## config.mk

```make
export PLATFORM = sky130hd
export DESIGN_NAME = frac_baud_gen
export DESIGN_NICKNAME = d
export VERILOG_FILES = /design/src/rtl/frac_baud_pkg.sv /design/src/rtl/fb_bit_seq.sv /design/src/rtl/fb_period_cnt.sv /design/src/rtl/frac_baud_gen.sv
export SDC_FILE = /design/constraint.sdc
export NUM_CORES = 1
export LEC_CHECK = 0
export CORE_ASPECT_RATIO = 1.2
export CORE_MARGIN = 2
export CORE_UTILIZATION = 38
export CTS_CLUSTER_SIZE = 25
export DETAILED_ROUTE_END_ITERATION = 7
export DONT_BUFFER_PORTS = 1
export PLACE_DENSITY_LB_ADDON = 0.05
export SYNTH_ARGS = -nofsm -noshare
export SYNTH_HDL_FRONTEND = slang
export SYNTH_HIERARCHICAL = 1
export SYNTH_SLANG_ARGS = --single-unit
```

## constraint.sdc

```tcl
create_clock -name clk -period 5.7 [get_ports clk]
set_input_delay 0.855 -clock clk [delete_from_list [all_inputs] [get_ports clk]]
set_output_delay 0.855 -clock clk [all_outputs]
set_load 0.005 [all_outputs]
```

## src/rtl/frac_baud_pkg.sv

```systemverilog
package frac_baud_pkg;

    localparam int unsigned DEF_DIV_W      = 16;
    localparam int unsigned DEF_PAT_W      = 8;
    localparam int unsigned DEF_FRAME_BITS = 12;

    typedef enum logic {
        FR_IDLE = 1'b0,
        FR_RUN  = 1'b1
    } frame_state_e;

    // Length of one bit: whole divisor plus the selected extra clock,
    // never shorter than a single clock.
    function automatic int unsigned eff_period(input int unsigned whole, input logic extra);
        int unsigned len;
        len = whole + int'(extra);
        return (len == 0) ? 1 : len;
    endfunction

    function automatic int unsigned width_of(input int unsigned count);
        return (count > 1) ? $clog2(count) : 1;
    endfunction

endpackage

```

## src/rtl/fb_bit_seq.sv

```systemverilog
module fb_bit_seq
    import frac_baud_pkg::*;
#(
    parameter int unsigned PAT_W      = DEF_PAT_W,
    parameter int unsigned FRAME_BITS = DEF_FRAME_BITS,
    localparam int unsigned IDX_W     = width_of(FRAME_BITS),
    localparam int unsigned PTR_W     = width_of(PAT_W)
) (
    input  logic               clk,
    input  logic               rst,
    input  logic               start,
    input  logic               bit_done,
    input  logic [PAT_W-1:0]   pattern,
    output frame_state_e       state,
    output logic [IDX_W-1:0]   bit_idx,
    output logic               mod_bit
);

    localparam logic [IDX_W-1:0] LAST_IDX = IDX_W'(FRAME_BITS - 1);
    localparam logic [PTR_W-1:0] LAST_PTR = PTR_W'(PAT_W - 1);

    logic [PTR_W-1:0] ptr;

    always_ff @(posedge clk) begin
        if (rst) begin
            state   <= FR_IDLE;
            bit_idx <= '0;
            ptr     <= '0;
        end else if (start) begin
            state   <= FR_RUN;
            bit_idx <= '0;
            ptr     <= '0;
        end else if (state == FR_RUN && bit_done) begin
            if (bit_idx == LAST_IDX) begin
                state   <= FR_IDLE;
                bit_idx <= '0;
                ptr     <= '0;
            end else begin
                bit_idx <= bit_idx + IDX_W'(1);
                ptr     <= (ptr == LAST_PTR) ? '0 : ptr + PTR_W'(1);
            end
        end
    end

    generate
        if (PAT_W == 1) begin : g_single
            assign mod_bit = pattern[0];
        end else begin : g_multi
            assign mod_bit = pattern[ptr];
        end
    endgenerate

endmodule

```

## src/rtl/fb_period_cnt.sv

```systemverilog
module fb_period_cnt #(
    parameter int unsigned PER_W = 17
) (
    input  logic             clk,
    input  logic             rst,
    input  logic             start,
    input  logic             running,
    input  logic [PER_W-1:0] period,
    output logic             bit_done,
    output logic             half_hit
);

    logic [PER_W-1:0] cnt;
    logic [PER_W-1:0] last_cnt;
    logic [PER_W-1:0] mid_cnt;

    assign last_cnt = period - PER_W'(1);
    assign mid_cnt  = period >> 1;
    assign bit_done = running && (cnt == last_cnt);
    assign half_hit = running && (cnt == mid_cnt);

    always_ff @(posedge clk) begin
        if (rst || start) begin
            cnt <= '0;
        end else if (running) begin
            cnt <= bit_done ? '0 : cnt + PER_W'(1);
        end else begin
            cnt <= '0;
        end
    end

endmodule

```

## src/rtl/frac_baud_gen.sv

```systemverilog
module frac_baud_gen
    import frac_baud_pkg::*;
#(
    parameter int unsigned DIV_W      = DEF_DIV_W,
    parameter int unsigned PAT_W      = DEF_PAT_W,
    parameter int unsigned FRAME_BITS = DEF_FRAME_BITS,
    localparam int unsigned IDX_W     = width_of(FRAME_BITS),
    localparam int unsigned PER_W     = DIV_W + 1
) (
    input  logic              clk,
    input  logic              rst,
    input  logic [DIV_W-1:0]  divisor,
    input  logic [PAT_W-1:0]  mod_pattern,
    input  logic              frame_start,
    output logic              bit_tick,
    output logic              sample_tick,
    output logic [IDX_W-1:0]  bit_index
);

    typedef struct packed {
        logic [DIV_W-1:0] whole;
        logic [PAT_W-1:0] pat;
    } frame_cfg_t;

    frame_cfg_t       cfg;
    frame_state_e     state;
    logic             mod_bit;
    logic             bit_done;
    logic             half_hit;
    logic [PER_W-1:0] period;

    // Settings are frozen for the whole frame.
    always_ff @(posedge clk) begin
        if (rst) begin
            cfg <= '0;
        end else if (frame_start) begin
            cfg.whole <= divisor;
            cfg.pat   <= mod_pattern;
        end
    end

    assign period = PER_W'(eff_period(32'(cfg.whole), mod_bit));

    fb_bit_seq #(
        .PAT_W      (PAT_W),
        .FRAME_BITS (FRAME_BITS)
    ) u_seq (
        .clk      (clk),
        .rst      (rst),
        .start    (frame_start),
        .bit_done (bit_done),
        .pattern  (cfg.pat),
        .state    (state),
        .bit_idx  (bit_index),
        .mod_bit  (mod_bit)
    );

    fb_period_cnt #(
        .PER_W (PER_W)
    ) u_cnt (
        .clk      (clk),
        .rst      (rst),
        .start    (frame_start),
        .running  (state == FR_RUN),
        .period   (period),
        .bit_done (bit_done),
        .half_hit (half_hit)
    );

    assign bit_tick    = bit_done;
    assign sample_tick = half_hit;

endmodule

```

; After elaboration in Yosys (flattened, before gate mapping)
; Cells that the tools add are included.
[totals]
output_inout_bits = 6
inputBits = 27
ff_bits = 49
wordCells = 36
[op_classes]
n_eq_ne = 4
n_reduce_logical = 10
n_mux = 9
n_addsub = 5
magnitude_cmp = 1
bitwise_logic = 1
[op_table]
columns = cell, n
row1 = 32-bit zero test, 1
row2 = 16-bit by 1-bit adder with 17-bit output, 1
row3 = 17-bit by 1-bit adder with 17-bit output (second input constant), 1
row4 = 17-bit by 16-bit == test with 1-bit output, 1
row5 = 17-bit == test, 1
row6 = 17-bit two-way mux, 1
row7 = 17-bit by 1-bit subtractor with 17-bit output (second input constant), 1
row8 = 3-bit two-way mux, 2
row9 = 4-bit by 1-bit adder with 4-bit output (second input constant), 1
row10 = 4-bit == test (second input constant), 1
row11 = 3-bit by 4-bit less-than comparator with 1-bit output (second input constant), 1
row12 = 1-bit two-way mux, 4
row13 = 4-bit two-way mux, 1
row14 = 2-bit nonzero test, 2
row15 = 3-bit by 1-bit adder with 3-bit output (second input constant), 1
row16 = 1-bit binary-select mux with 3-bit select, 1
row17 = 3-bit == test (second input constant), 1
row18 = 1-bit logical AND, 3
row19 = 3-bit OR reduction, 1
row20 = 2-bit AND reduction, 1
row21 = 2-bit OR reduction, 1
row22 = 1-bit logical OR, 1
row23 = 1-bit inverter, 1

; Depth between registers and ports, before layout
[depth]
depth_word = 11
ltp_mapped = 22
ltp_nobuf = 20

; By module
; The synthesis kept the hierarchy.
[by_module_without_submodules]
columns = module, cells_per_inst, instances, area_each_um2, seq_area_each_um2
row1 = fb_period_cnt, 225, 1, 1692.9, 340.3
row2 = frac_baud_gen, 154, 1, 1361.3, 480.5
row3 = fb_bit_seq, 47, 1, 436.7, 160.2

; Worst setup path before layout
; OpenSTA, ideal clock, no wires.
[synth_path]
kind = reg2out
from = reg u_seq.ptr[0]
to = out bit_tick
n_path_buf = 2
path_slack_ns = 0.031
path_stages_with_launch = 19
required_time_ns = 4.845
arrival_ns = 4.814
cell_sequence = dfxtp_1 -> mux4_1 -> mux2_2 -> ha_1 -> ha_1 -> nand3_4 -> xnor2_1 -> nor3_1 -> a41o_1 -> inv_1 -> ha_1 -> clkbuf_1 -> or4b_1 -> buf_2 -> nor4_1 -> xnor2_1 -> o2111ai_1 -> nor4_4 -> and2_2
[synth_between]
elab_chain_len = 8
[synth_rtl]
columns = item, line_no
row1 = from (decl), fb_bit_seq.sv:22  ; logic [PTR_W-1:0] ptr;
row2 = from (signal assigned), fb_bit_seq.sv:40  ; ptr <= (ptr == LAST_PTR) ? '0 : ptr + PTR_W'(1);
row3 = 1-bit binary-select mux with 3-bit select *, fb_bit_seq.sv:49  ; assign mod_bit = pattern[ptr];
row4 = 1-bit two-way mux (not written as such) *, fb_bit_seq.sv:49
row5 = named net mod_bit, frac_baud_gen.sv:27  ; logic mod_bit;
row6 = 16-bit by 1-bit adder with 17-bit output *, frac_baud_pkg.sv:16  ; len = whole + int'(extra);
row7 = 32-bit zero test, frac_baud_pkg.sv:17  ; return (len == 0) ? 1 : len;
row8 = 17-bit two-way mux *, frac_baud_pkg.sv:17
row9 = named net period[4], frac_baud_gen.sv:30  ; logic [PER_W-1:0] period;
row10 = 17-bit by 1-bit subtractor with 17-bit output *, fb_period_cnt.sv:17  ; assign last_cnt = period - PER_W'(1);
row11 = 17-bit == test *, fb_period_cnt.sv:19  ; assign bit_done = running && (cnt == last_cnt);
row12 = 1-bit logical AND *, fb_period_cnt.sv:19
row13 = to (decl), frac_baud_gen.sv:15  ; output logic bit_tick,
; Mark *: on every way through the listed nets, which the timed path passes. The rest lies on a longest branch. The select of a mux whose other input is x is not followed.

; Final worst setup path
; Same ends and word-level chain as after synthesis.

==> metrics.txt <==
fmax=183 MHz; Final nets=444; Reg-to-Reg End=u_seq/bit_idx[3]; critical-path maximum fanout=8; setup violators final=0; Final Worst Setup Slack=0.228 ns; DP Wirelength=6380 µm; Arrival @ worst endpoint=4.62 ns; register bit total from synthesis=49; mapped cell area=3490 µm²; Worst EP required=4.85 ns; CTS tree=built; drt wl/cell=15.6 µm; area growth from synthesis to layout=5.84%; Worst Setup Start Kind=register; Final Hold Fails=0; CP max stage cell=mux4_1; layout cell share with drive strength beyond 1=9.73%; Initial Utilization=38.8%; Ys Warns=6; Reg2Reg Setup Slack=0.75 ns; final hold slack=0.486 ns; starting DRC count in detailed routing=124; peak supply drop=0.000110 V; Crit path buffers/inverters=1; initial antenna violation count=0; grt total ovfl=0; Crit Path Class=register to primary output; Worst path most repeated cell=ha_1; Slew @ Worst Pin=0.687 ns; fin util=41.1%; Min-Delay Path Depth=1; met2 Use GR=30.4%; max_cap viols=0; pre-CTS WS=0.258 ns; Final ANT Viol Nets=0; GR Util met3=2.56%; First-pass DRT Iterations=7; clk_skew=0.0160 ns; clk buf depth=2; detailed-route wire length=8290 µm; Core Rows=38; setup tns final=0 ns; Routability Congestion=0.889; Post-synth EDFFs=0; grt peak-use layer=met2; Final period util=96.0%; routed via count=2892; RSZ-0062 raised after global routing=false; Top FF cell, synth=dfxtp_1; Worst Hold Launch=u_seq/ptr[0]; Worst setup EP type=primary output; first-pass GRT wire length=13800 µm; Reg2Reg Depth=20; routed vias/inst=5.45; Synth Instances=426; n_diodes=0; final slew viol count=0; Global Route met1 Usage=21.2%; Skew-Pair Late Insertion Delay=0.32 ns; syn nets=460; Yosys cell types=62; Hold EP=u_seq/ptr[0]; Total Routing Usage GR=17.2%; H-tree Lvls=2; Worst path max stage delay=0.53 ns; die area=9970 µm²; synthesized area per cell=8.19 µm²; vias in the first global route=2735; # clock sinks=49; Buffers on Ports=0; Slew headroom=53.9%; Setup Fix Bufs, Post-CTS=0; CP delay by family, top=simple AND/OR/NAND/NOR gates; fill count=911; CTS clk-pin slew, worst paths=0.10 ns; CTS Buf Count=5; core area=8990 µm²; status=completed; # DRC=0; die width=91.5 µm; Pwr per Cell Area=201 nW/µm²; Die Span Y=109 µm; total I/O pin count=33; RR Startpoint=u_seq/ptr[0]; hold crit path type=register to register; largest net degree at the start of global routing=30; CTS root buffer=clkbuf_8; crit path time final=5.47 ns; fraction of the yosys area taken by sequential cells=28.1%; overall power=0.742 mW; Leak=1.43 nW; ys async rst share=0%; CP cell instances=mux4_1 -> mux2_2 -> ha_1 -> ha_4 -> nand3_4 -> or3_4 -> mux2_4 -> a21oi_2 -> a41o_1 -> inv_1 -> ha_1 -> or4b_4 -> nor4_2 -> xnor2_1 -> o2111ai_2 -> nor4_4 -> and2_4
[worst max-delay path by stage]
| stage | startpoint | end | cells after the start |
|---|---|---|---|
| floorplan | u_seq/ptr[0] | bit_tick | 18 |
| global placement | u_seq/ptr[0] | bit_tick | 17 |
| detailed placement | u_seq/ptr[0] | bit_tick | 17 |
| CTS | u_seq/ptr[0] | bit_tick | 16 |
| global route | u_seq/ptr[0] | bit_tick | 17 |
| finish | u_seq/ptr[0] | bit_tick | 17 |
[area by class of cell]
class                      count  area (µm²)  area share [%]
timing repair buffer           8        60.1            1.63
inverter                       5        18.8           0.508
multi-input combinational    341        2390            64.6
sequential                    49         985            26.7
tap                          120         150            4.06
clock buffer                   5        68.8            1.86
clock inverter                 3        25.0           0.677
[routing by layer]
metal / wire length, µm / up-vias
met1: 3780 / 1367
met5: 0 / -
met4: 208 / 0
met3: 210 / 12
met2: 4090 / 46
li1: - / 1467
[synth_stat cells (3+ instances only)]
cell	instances	area share, %
inv_1	5	0.54
nand2b_1	7	1.3
and3_1	3	0.54
buf_6	3	0.97
nor3_1	13	1.9
nand3b_1	4	0.86
o31ai_1	4	0.86
buf_2	7	1.0
a21oi_1	11	1.6
xnor2_1	39	9.8
ha_1	7	2.5
nand2_1	38	4.1
o211ai_1	4	0.86
nand4_1	14	2.5
xor2_1	23	5.8
nor3b_1	6	1.3
mux2i_1	26	7.5
clkbuf_1	18	1.9
nor2_1	63	6.8
a22oi_1	3	0.65
nor4_1	3	0.54
or3_1	4	0.72
o21ai_0	4	0.57
dfxtp_1	49	28
nand3_1	19	2.7
[layout by cell type, fill, tap and decap left out, drive strengths merged, types with 5 or more instances in the layout]
master / count
inv: 7
dfxtp: 49
nor3b: 6
nand2b: 7
or3: 5
a21oi: 12
xor2: 23
xnor2: 39
nand2: 38
buf: 8
clkbuf: 5
nor3: 13
nor2: 63
nand3: 20
nand4: 15
nor4: 6
mux2i: 26
ha: 7
[cell families (layout without fill, tap and decap cells)]
| family | Yosys count | after routing | synth area share (%) |
|---|---|---|---|
| AOI/OAI and AO/OA | 47 | 47 | 9.68 |
| xor gates and xnor gates | 62 | 62 | 15.6 |
| adders and majority gates | 7 | 7 | 2.51 |
| buffers and inverters | 36 | 21 | 4.95 |
| DFF | 49 | 49 | 28.1 |
| muxes | 30 | 30 | 9.71 |
| and+or+nand+nor | 195 | 195 | 29.5 |
[sequential cells by signal, summed over array words and instances, names as in the netlist]
register and flops:
u_seq/ptr 3, u_cnt/cnt 17, cfg 24, u_seq/state 1
u_seq/bit_idx 4
[stage by stage]
stage	instance area, µm²	cells
global route	3690	531
detailed placement	3550	523
finish	3690	531
global placement	3550	523
CTS	3650	531
floorplan	3490	426
[power by group]
part / internal (mW) / switching [mW] / leakage [nW]
Combinational: 0.0688 / 0.0788 / 0.982
Sequential: 0.353 / 0.0174 / 0.401
Clock: 0.0898 / 0.134 / 0.0452
Total: 0.511 / 0.230 / 1.43
[repair_timing]
action,CTS,global route
setup endpoints to repair,1,1
hold buffers,0,0
pin swaps,0,0
gates resized for setup,3,9
Power figures use the tool's default switching activity.
